==> config.mk <==
export PLATFORM = sky130hd
export DESIGN_NAME = msi_redirector
export DESIGN_NICKNAME = d
export VERILOG_FILES = /design/src/rtl/msi_redir_pkg.sv /design/src/rtl/msi_redir_regwin.sv /design/src/rtl/msi_redir_table.sv /design/src/rtl/msi_redir_dispatch.sv /design/src/rtl/msi_redirector.sv
export SDC_FILE = /design/constraint.sdc
export NUM_CORES = 2
export LEC_CHECK = 0
export ABC_AREA = 1
export ABC_CLOCK_PERIOD_IN_PS = 5200
export BUFFER_PORTS_ARGS = -buffer_cell sky130_fd_sc_hd__buf_2
export CAP_MARGIN = 20
export CORE_MARGIN = 2
export CORE_UTILIZATION = 45
export CTS_BUF_LIST = sky130_fd_sc_hd__clkbuf_4 sky130_fd_sc_hd__clkbuf_8
export DETAILED_ROUTE_END_ITERATION = 8
export GPL_TIMING_DRIVEN = 0
export SYNTH_ARGS = -nofsm -noshare
export SYNTH_HDL_FRONTEND = slang
export SYNTH_SLANG_ARGS = --single-unit
==> constraint.sdc <==
create_clock -name clk -period 5.2 [get_ports clk]
set_clock_uncertainty 0.05 [all_clocks]
set_input_delay 0.26 -clock clk [delete_from_list [all_inputs] [get_ports clk]]
set_output_delay 0.26 -clock clk [all_outputs]
set_load 0.02 [all_outputs]
==> src/rtl/msi_redir_pkg.sv <==
package msi_redir_pkg;

    localparam logic [31:0] MSI_BASE   = 32'hFEE0_0000;
    localparam int          DEST_SHIFT = 12;
    localparam logic [7:0]  TBL_BASE   = 8'h10;
    localparam logic [7:0]  OFS_SELECT = 8'h00;
    localparam logic [7:0]  OFS_WINDOW = 8'h10;

    localparam int VEC_LSB  = 0;
    localparam int MASK_BIT = 16;
    localparam int DEST_LSB = 56;

    localparam logic [63:0] ENTRY_RESET = 64'h0000_0000_0001_0000;

    typedef struct packed {
        logic [31:0] addr;
        logic [31:0] data;
    } msi_msg_t;

    function automatic msi_msg_t format_msg(logic [63:0] entry);
        msi_msg_t m;
        m.addr = MSI_BASE | ({24'd0, entry[DEST_LSB +: 8]} << DEST_SHIFT);
        m.data = {24'd0, entry[VEC_LSB +: 8]};
        return m;
    endfunction

endpackage

==> src/rtl/msi_redir_regwin.sv <==
module msi_redir_regwin
    import msi_redir_pkg::*;
#(
    parameter int NPINS = 24,
    parameter int IDX_W = 8,
    parameter int PIN_W = 5
) (
    input  logic             clk,
    input  logic             rst,
    input  logic             wr_en,
    input  logic             rd_en,
    input  logic [7:0]       addr,
    input  logic [31:0]      wdata,
    output logic [31:0]      rdata,
    output logic [IDX_W-1:0] sel_q,
    output logic             ent_wr,
    output logic             ent_hi,
    output logic [PIN_W-1:0] ent_pin,
    input  logic [63:0]      ent_rd
);
    localparam logic [IDX_W-1:0] BASE_I = IDX_W'(TBL_BASE);
    localparam logic [IDX_W-1:0] END_I  = IDX_W'(int'(TBL_BASE) + 2 * NPINS);

    logic [IDX_W-1:0] rel;
    logic             in_range;
    logic [31:0]      rd_val;

    assign rel      = sel_q - BASE_I;
    assign in_range = (sel_q >= BASE_I) && (sel_q < END_I);
    assign ent_pin  = rel[PIN_W:1];
    assign ent_hi   = rel[0];
    assign ent_wr   = wr_en && (addr == OFS_WINDOW) && in_range;

    always_comb begin
        rd_val = '0;
        if (addr == OFS_SELECT)
            rd_val = 32'(sel_q);
        else if (addr == OFS_WINDOW && in_range)
            rd_val = ent_hi ? ent_rd[63:32] : ent_rd[31:0];
    end

    always_ff @(posedge clk) begin
        if (rst) begin
            sel_q <= '0;
            rdata <= '0;
        end else begin
            if (wr_en && addr == OFS_SELECT)
                sel_q <= wdata[IDX_W-1:0];
            if (rd_en)
                rdata <= rd_val;
        end
    end
endmodule

==> src/rtl/msi_redir_table.sv <==
module msi_redir_table
    import msi_redir_pkg::*;
#(
    parameter int NPINS = 24,
    parameter int PIN_W = 5
) (
    input  logic             clk,
    input  logic             rst,
    input  logic             wr,
    input  logic             wr_hi,
    input  logic [PIN_W-1:0] wr_pin,
    input  logic [31:0]      wdata,
    input  logic [PIN_W-1:0] rd_pin,
    output logic [63:0]      rd_entry,
    input  logic [PIN_W-1:0] gnt_pin,
    output logic [63:0]      gnt_entry,
    output logic [NPINS-1:0] mask
);
    logic [63:0] ent_q [NPINS];

    for (genvar g = 0; g < NPINS; g++) begin : g_ent
        always_ff @(posedge clk) begin
            if (rst)
                ent_q[g] <= ENTRY_RESET;
            else if (wr && wr_pin == PIN_W'(g)) begin
                if (wr_hi) ent_q[g][63:32] <= wdata;
                else       ent_q[g][31:0]  <= wdata;
            end
        end
        assign mask[g] = ent_q[g][MASK_BIT];
    end

    assign rd_entry  = (rd_pin  < PIN_W'(NPINS)) ? ent_q[rd_pin]  : '0;
    assign gnt_entry = (gnt_pin < PIN_W'(NPINS)) ? ent_q[gnt_pin] : '0;
endmodule

==> src/rtl/msi_redir_dispatch.sv <==
module msi_redir_dispatch
    import msi_redir_pkg::*;
#(
    parameter int NPINS = 24,
    parameter int PIN_W = 5,
    parameter int SVC_W = 8
) (
    input  logic             clk,
    input  logic             rst,
    input  logic             svc_valid,
    input  logic [SVC_W-1:0] svc_pin,
    input  logic [NPINS-1:0] mask,
    output logic [PIN_W-1:0] gnt_pin,
    input  logic [63:0]      gnt_entry,
    output logic             msi_valid,
    input  logic             msi_ready,
    output msi_msg_t         msg
);
    logic [NPINS-1:0] pend_q, pend_d, req_oh, cand, gnt_oh;
    logic             found, load;

    always_comb begin
        req_oh = '0;
        if (svc_valid && svc_pin < SVC_W'(NPINS))
            req_oh[svc_pin[PIN_W-1:0]] = 1'b1;

        cand    = pend_q & ~mask;
        found   = 1'b0;
        gnt_pin = '0;
        for (int i = NPINS - 1; i >= 0; i--) begin
            if (cand[i]) begin
                found   = 1'b1;
                gnt_pin = PIN_W'(i);
            end
        end

        load   = found && (!msi_valid || msi_ready);
        gnt_oh = load ? (NPINS'(1) << gnt_pin) : '0;
        pend_d = ((pend_q & ~gnt_oh) | req_oh) & ~mask;
    end

    always_ff @(posedge clk) begin
        if (rst) begin
            pend_q    <= '0;
            msi_valid <= 1'b0;
            msg       <= '0;
        end else begin
            pend_q <= pend_d;
            if (load) begin
                msi_valid <= 1'b1;
                msg       <= format_msg(gnt_entry);
            end else if (msi_ready) begin
                msi_valid <= 1'b0;
            end
        end
    end
endmodule

==> src/rtl/msi_redirector.sv <==
module msi_redirector
    import msi_redir_pkg::*;
#(
    parameter int NPINS = 24,
    parameter int IDX_W = 8,
    parameter int SVC_W = 8
) (
    input  logic        clk,
    input  logic        rst,
    input  logic        wr_en,
    input  logic        rd_en,
    input  logic [7:0]  addr,
    input  logic [31:0] wdata,
    output logic [31:0] rdata,
    input  logic        svc_valid,
    input  logic [7:0]  svc_pin,
    output logic        msi_valid,
    input  logic        msi_ready,
    output logic [31:0] msi_addr,
    output logic [31:0] msi_data
);
    localparam int PIN_W = $clog2(NPINS);

    logic [IDX_W-1:0] sel_q;
    logic             ent_wr, ent_hi;
    logic [PIN_W-1:0] ent_pin, gnt_pin;
    logic [63:0]      ent_rd, gnt_entry;
    logic [NPINS-1:0] mask;
    msi_msg_t         msg;

    msi_redir_regwin #(.NPINS(NPINS), .IDX_W(IDX_W), .PIN_W(PIN_W)) u_win (
        .clk(clk), .rst(rst), .wr_en(wr_en), .rd_en(rd_en), .addr(addr),
        .wdata(wdata), .rdata(rdata), .sel_q(sel_q), .ent_wr(ent_wr),
        .ent_hi(ent_hi), .ent_pin(ent_pin), .ent_rd(ent_rd)
    );

    msi_redir_table #(.NPINS(NPINS), .PIN_W(PIN_W)) u_tbl (
        .clk(clk), .rst(rst), .wr(ent_wr), .wr_hi(ent_hi), .wr_pin(ent_pin),
        .wdata(wdata), .rd_pin(ent_pin), .rd_entry(ent_rd),
        .gnt_pin(gnt_pin), .gnt_entry(gnt_entry), .mask(mask)
    );

    msi_redir_dispatch #(.NPINS(NPINS), .PIN_W(PIN_W), .SVC_W(SVC_W)) u_dsp (
        .clk(clk), .rst(rst), .svc_valid(svc_valid), .svc_pin(SVC_W'(svc_pin)),
        .mask(mask), .gnt_pin(gnt_pin), .gnt_entry(gnt_entry),
        .msi_valid(msi_valid), .msi_ready(msi_ready), .msg(msg)
    );

    assign msi_addr = msg.addr;
    assign msi_data = msg.data;
endmodule

* After elaboration in Yosys (flattened, before gate mapping)
Memory sizes are Yosys's and may differ from the RTL's. A register that Yosys moved wholly into a read port is not among the register bits.
Index checks and enable logic that the tools add are counted.
** Word-level totals
- Word-level logic and storage cells :: 385
- Input port bits :: 54
- Memory bits (writable) :: 1536
- Memories kept :: 1
- Register bits :: 74
- Output and inout bits :: 97
** Memory list
- u_tbl.ent_q :: depth 24, bits a word 64, rd ports 26, clocked after memory_dff 1, wr ports 24, line msi_redir_table.sv:19 : logic [63:0] ent_q [NPINS];
** Cells by class
- Equality and inequality tests :: 24
- Reduce and logical (&&, ||, !) cells :: 37
- Shift operators :: 1
- Magnitude comparators :: 7
- Add/subtract/negate cells :: 1
- Multiplexer cells :: 255
- Bitwise logic cells :: 54
** Operators with widths (number)
- $mux W32 :: 51
- $mux W1 :: 175
- $mux W64 :: 2
- $mux W5 :: 24
- $and A24 B24 Y24 :: 3
- $mux W24 :: 2
- $not A24 Y24 :: 2
- $or A1 B1 Y1 :: 48
- $eq A5 B4 Y1 const B :: 8
- $eq A5 B5 Y1 const B :: 8
- $logic_and A1 B1 Y1 :: 32
- $or A24 B24 Y24 :: 1
- $shl A1 B5 Y24 const A :: 1
- $eq A5 B3 Y1 const B :: 4
- $eq A5 B2 Y1 const B :: 2
- $lt A5 B5 Y1 const B :: 2
- $eq A8 B5 Y1 const B :: 1
- $ge A8 B5 Y1 const B :: 1
- $logic_not A8 Y1 :: 1
- $lt A8 B5 Y1 const B :: 1
- $lt A8 B7 Y1 const B :: 1
- $lt A5 B6 Y1 const B :: 1
- $sub A6 B5 Y6 const B :: 1
- $demux W1 S5 :: 1
- other kinds (6) :: 6

* Longest topological paths before layout
An unclocked memory read counts as a cell.
- Depth after elaboration :: 33
- Gate-level depth with buffers :: 35
- Gate-level depth less buffers :: 33

* By module
Synthesis repeated with hierarchy kept, for this count alone.
** Second synthesis, totals
- Cell total of the unflattened synthesis :: 11967
- Area total of the unflattened synthesis :: 92177.2 um2
** Modules (own cells, without submodules)
- msi_redir_table :: instances 1, area an instance 87345.0 um2, seq. area each 46124.2 um2, cells each 11214
- msi_redir_dispatch :: instances 1, area an instance 2647.5 um2, seq. area each 840.8 um2, cells each 427
- msi_redir_regwin :: instances 1, area an instance 2184.6 um2, seq. area each 800.8 um2, cells each 326

* Least setup slack after synthesis
No wires, ideal clock.
- Path kind :: reg2reg
- From :: reg u_win.sel_q[2]
- To :: mem u_tbl.ent_q[22][0] (enable)
- Arrival :: 4.061 ns
- Path buffers :: 3
- Clock period less this slack :: 4.576 ns
- Cell stages (with the launch flop) :: 8
- Setup slack :: 0.624 ns
- Data required time :: 4.684 ns
- Setup time :: 0.466 ns
- Cells stage by stage :: dfxtp_1 > inv_1 > nor2_1 > clkbuf_1 > buf_2 > clkbuf_1 > nand3_1 > o21ai_0
** RTL lines
- from (decl) :: line msi_redir_regwin.sv:15 : output logic [IDX_W-1:0] sel_q,
- from (signal assigned) :: line msi_redir_regwin.sv:48 : sel_q <= wdata[IDX_W-1:0];
- to (decl) :: line msi_redir_table.sv:19

* Worst setup path in the final report
- From :: reg u_win.sel_q[1]
- To :: reg u_win.rdata[6]
** On the way
- Word-level cells in the longest chain between the ends :: 6
- Elaborated cells between the ends (all ways) :: 11
- Those cells by class :: add/sub: 1; order compare: 3; mux: 4; reduce/logical: 2; memory: 1
** RTL lines
- $sub A6 B5 Y6 :: line msi_redir_regwin.sv:28 : assign rel = sel_q - BASE_I;
- $mem_v2 Z24 W64 / $lt A5 B5 Y1 (equally long branches)
- $mux W64 :: line msi_redir_table.sv:33 : assign rd_entry = (rd_pin < PIN_W'(NPINS)) ? ent_q[rd_pin] : '0;
- $mux W32 :: line msi_redir_regwin.sv:39 : rd_val = ent_hi ? ent_rd[63:32] : ent_rd[31:0];
- $mux W32 * :: line msi_redir_regwin.sv:38 : else if (addr == OFS_WINDOW && in_range)
- $mux W32 * :: line msi_redir_regwin.sv:36 : if (addr == OFS_SELECT)
- to (signal assigned) :: line msi_redir_regwin.sv:50 : rdata <= rd_val;
- to (decl) :: line msi_redir_regwin.sv:14 : output logic [31:0] rdata,
Every way passes the cells marked *; elsewhere a longest branch is shown, timed or not.
A chain may end at the register's enable or synchronous reset.

==> flow_summary.ini <==
[sta]
tightest_slew_ps = 1380
setup_viol = 16
hold_viol_final = 0
fmax_ghz = 0.180
whs_ps = 88.9
period_needed_ps = 5560
slew_headroom_pct = 8.31
min_period_over_period_pct = 107
setup_slack_ps = -360
drv_slew = 0
rsz0062_at_grt = no

[final_layout]
area.growth.synth_to_final_pct = 17.5
fill_cells = 14600
final_cell_mix = nor2_1 (1,664), edfxtp_1 (1,536), nand2_1 (1,104)
layout-drive-gt1-share_pct = 11.9
final_core_util_pct = 53.2
num-nets-final = 7752
final_common_cell = nor2_1

[critical_path]
criticalPathCategory = flop to flop
crit_arrival_ps = 6510
cp_max_fo = 10
cp.required_ps = 6150
end_kind = flop
cp-start-kind = flop

[logic_synthesis]
syn_inst = 7035
avgSynthCellArea_um2 = 10.3
ys_top_cells_by_area = edfxtp_1 (63%), nor2_1 (8.6%), a22oi_1 (6.1%), nand2_1 (5.8%), clkbuf_1 (2.9%)
yosysTopAreaCell = edfxtp_1
synth_top_area_share_pct = 63.4
ys_types = 44
ys_seq_elements = 1618
synth-seq-area-share_pct = 65.7
yosysWarnings = 0
synth_area_um2 = 72800

[power]
p_switching_uw = 6910
cellPowerDensity_nw_per_um2 = 331
pwr-share-comb_pct = 5.0
pwr-share-seq_pct = 52.3
ir_drop_v = 0.000291
p_leak_uw = 0.0322
netSwitchingFraction_pct = 24.4
p_int_uw = 21400
pwr-share-clk_pct = 42.7

[floorplanning]
design.die.area_um2 = 165000
die_w_um = 406
die_h_um = 406
core-area_um2 = 161000
start_util_pct = 45.3
io-pin-count = 151
row_count = 147

[run_status]
status = finished, violations left
violations = setup timing

[clock_tree]
cts_tree = done
cts_sinks = 1618
post_cts_buffers = 0
clk_pin_slew_ps = 60
clockBufferDepth = 4
clk_latency_ps = 1130
cts_buffers = 296
cts_max_level = 5
root_buffer = clkbuf_8

[placement]
io_buffers = 110
hpwl_um = 294000
place_congestion = 1.10
pre_cts_slack_ps = -441

[routing]
antenna_left = 0
num_vias = 67100
drtPass1Iterations = 8
routedWlPerCell_um = 40.7
vias_per_cell = 6.66
finalWirelength_um = 410000
drtIter0Drc = 13100
drc = 0

[global_routing]
busiest_layer = met2
first_global_vias = 61900
track_usage_pct = 49.1
overflow = 0
antenna_found_initial = 36
use_met3_pct = 22.5
grt_max_degree = 33
grt_pass1_wl_um = 534000
use_met2_pct = 67.2
grt_util_met1_pct = 58.4

[hold_path]
hp-class = primary input to flop

[run]
cap_violations = 0
==> metal layers <==
metal | vias up | part of all wire [%] | wire, um
li1 | 26000 | - | -
met1 | 32600 | 33 | 135000
met2 | 6679 | 40 | 163000
met3 | 1750 | 17 | 68600
met4 | 30 | 10 | 42900
met5 | - | 0.086 | 353
==> kinds of logic (layout without fill, tap and decap cells) <==
group                    Yosys count  count (layout)  share of synthesized area (%)
AND/OR/NAND/NOR                 3318            3318                           18.3
flip-flops                      1618            1618                           65.7
AO/OA/AOI/OAI                   1211            1211                           11.0
buffers and inverters            885            1701                           4.97
adder cells (fa/ha/maj)            2               2                         0.0344
other                              1              61                        0.00515
==> final timing paths <==
kind	endpoint	slack (ps)	startpoint	cells after the start
worst min-delay path	u_tbl.ent_q[19][10]	90	wdata[10]	4
worst min register to register	u_dsp.pend_q[16]	410	u_tbl.ent_q[16][16]	1
worst max-delay path	u_win.rdata[6]	-360	u_win.sel_q[1]	11
worst max register to register	u_win.rdata[6]	-360	u_win.sel_q[1]	11
==> synthesized netlist by cell type <==
cell,number
nand4_1,94
o311ai_0,2
nor4_1,41
dfxtp_1,82
o21a_1,1
o21bai_1,7
nand3_1,313
buf_6,3
o211ai_1,9
a221o_1,7
edfxtp_1,1536
inv_1,166
o21ai_0,100
o21ai_1,6
a31oi_1,38
clkbuf_1,559
or4_1,4
nand2_1,1127
buf_4,63
a22o_1,4
or2_1,1
o22ai_1,5
buf_1,54
nand2_2,2
or2_2,24
nor2_1,1667
nand3b_1,1
o41ai_1,11
and3_1,1
a22oi_1,588
nor3_1,41
a41oi_1,28
buf_2,28
conb_1,1
inv_2,7
a21oi_1,337
a211oi_1,42
o31ai_1,14
o221ai_1,1
a221oi_1,8
clkinv_1,5
ha_1,2
o2111ai_1,3
nor2_2,2
==> per-stage QoR <==
| stage | cell area, um^2 | cells | total power (uW) | TNS, ps |
|---|---|---|---|---|
| floorplan | 72900 | 7072 | 15600 | 0 |
| global route | 85400 | 10100 | 28700 | 0 |
| detailed placement | 79100 | 9486 | 16400 | -5010 |
| global placement | 76100 | 9342 | 16300 | -3539720 |
| finish | 85500 | 10100 | 28300 | -1810 |
| CTS | 85200 | 10000 | 28000 | 0 |
==> critical path, cell delays in order, from the launching register on <==
cell,delay [ps]
dfxtp_1,290
buf_2,170
nor2_2,540
clkbuf_2,590
clkbuf_2,590
clkdlybuf4s15_1,970
a22oi_1,210
a21oi_1,720
nor3_1,100
a21oi_1,770
o211ai_1,260
a21oi_1,200
==> flip-flops by register name, indices dropped and copies added (netlist names) <==
register,count
u_win.sel_q,8
u_win.rdata,32
u_tbl.ent_q,1536
u_dsp.msi_valid,1
u_dsp.msg,17
u_dsp.pend_q,24
==> area by class of cell <==
class                   instances  area (um^2)  area share (%)
flip-flops and latches       1618        47800            55.9
well taps                    2160         2700            3.16
clock inverters                78          462           0.540
inverters                     178          668           0.782
clock buffers                 412         5040            5.89
diodes                         23         57.6          0.0673
repair buffers                327         3870            4.53
plain buffers                 706         3030            3.54
multi-input cells            4569        21900            25.6
==> repair_timing <==
item                                    CTS  global route
hold buffers                             59             0
endpoints found under the setup margin   38            44
resized for setup                        10            15
endpoints found under the hold margin   620             0
==> power groups by stage <==
stage / Sequential, uW / Clock [uW] / Combinational (uW)
after floorplan: 15000 / 0 / 587
after global placement: 15100 / 0 / 1160
after detailed placement: 15100 / 0 / 1290
after CTS: 14800 / 11900 / 1330
after global routing: 14800 / 12500 / 1410
final: 14800 / 12100 / 1410
Note: power is estimated with default switching activity, not from simulation.
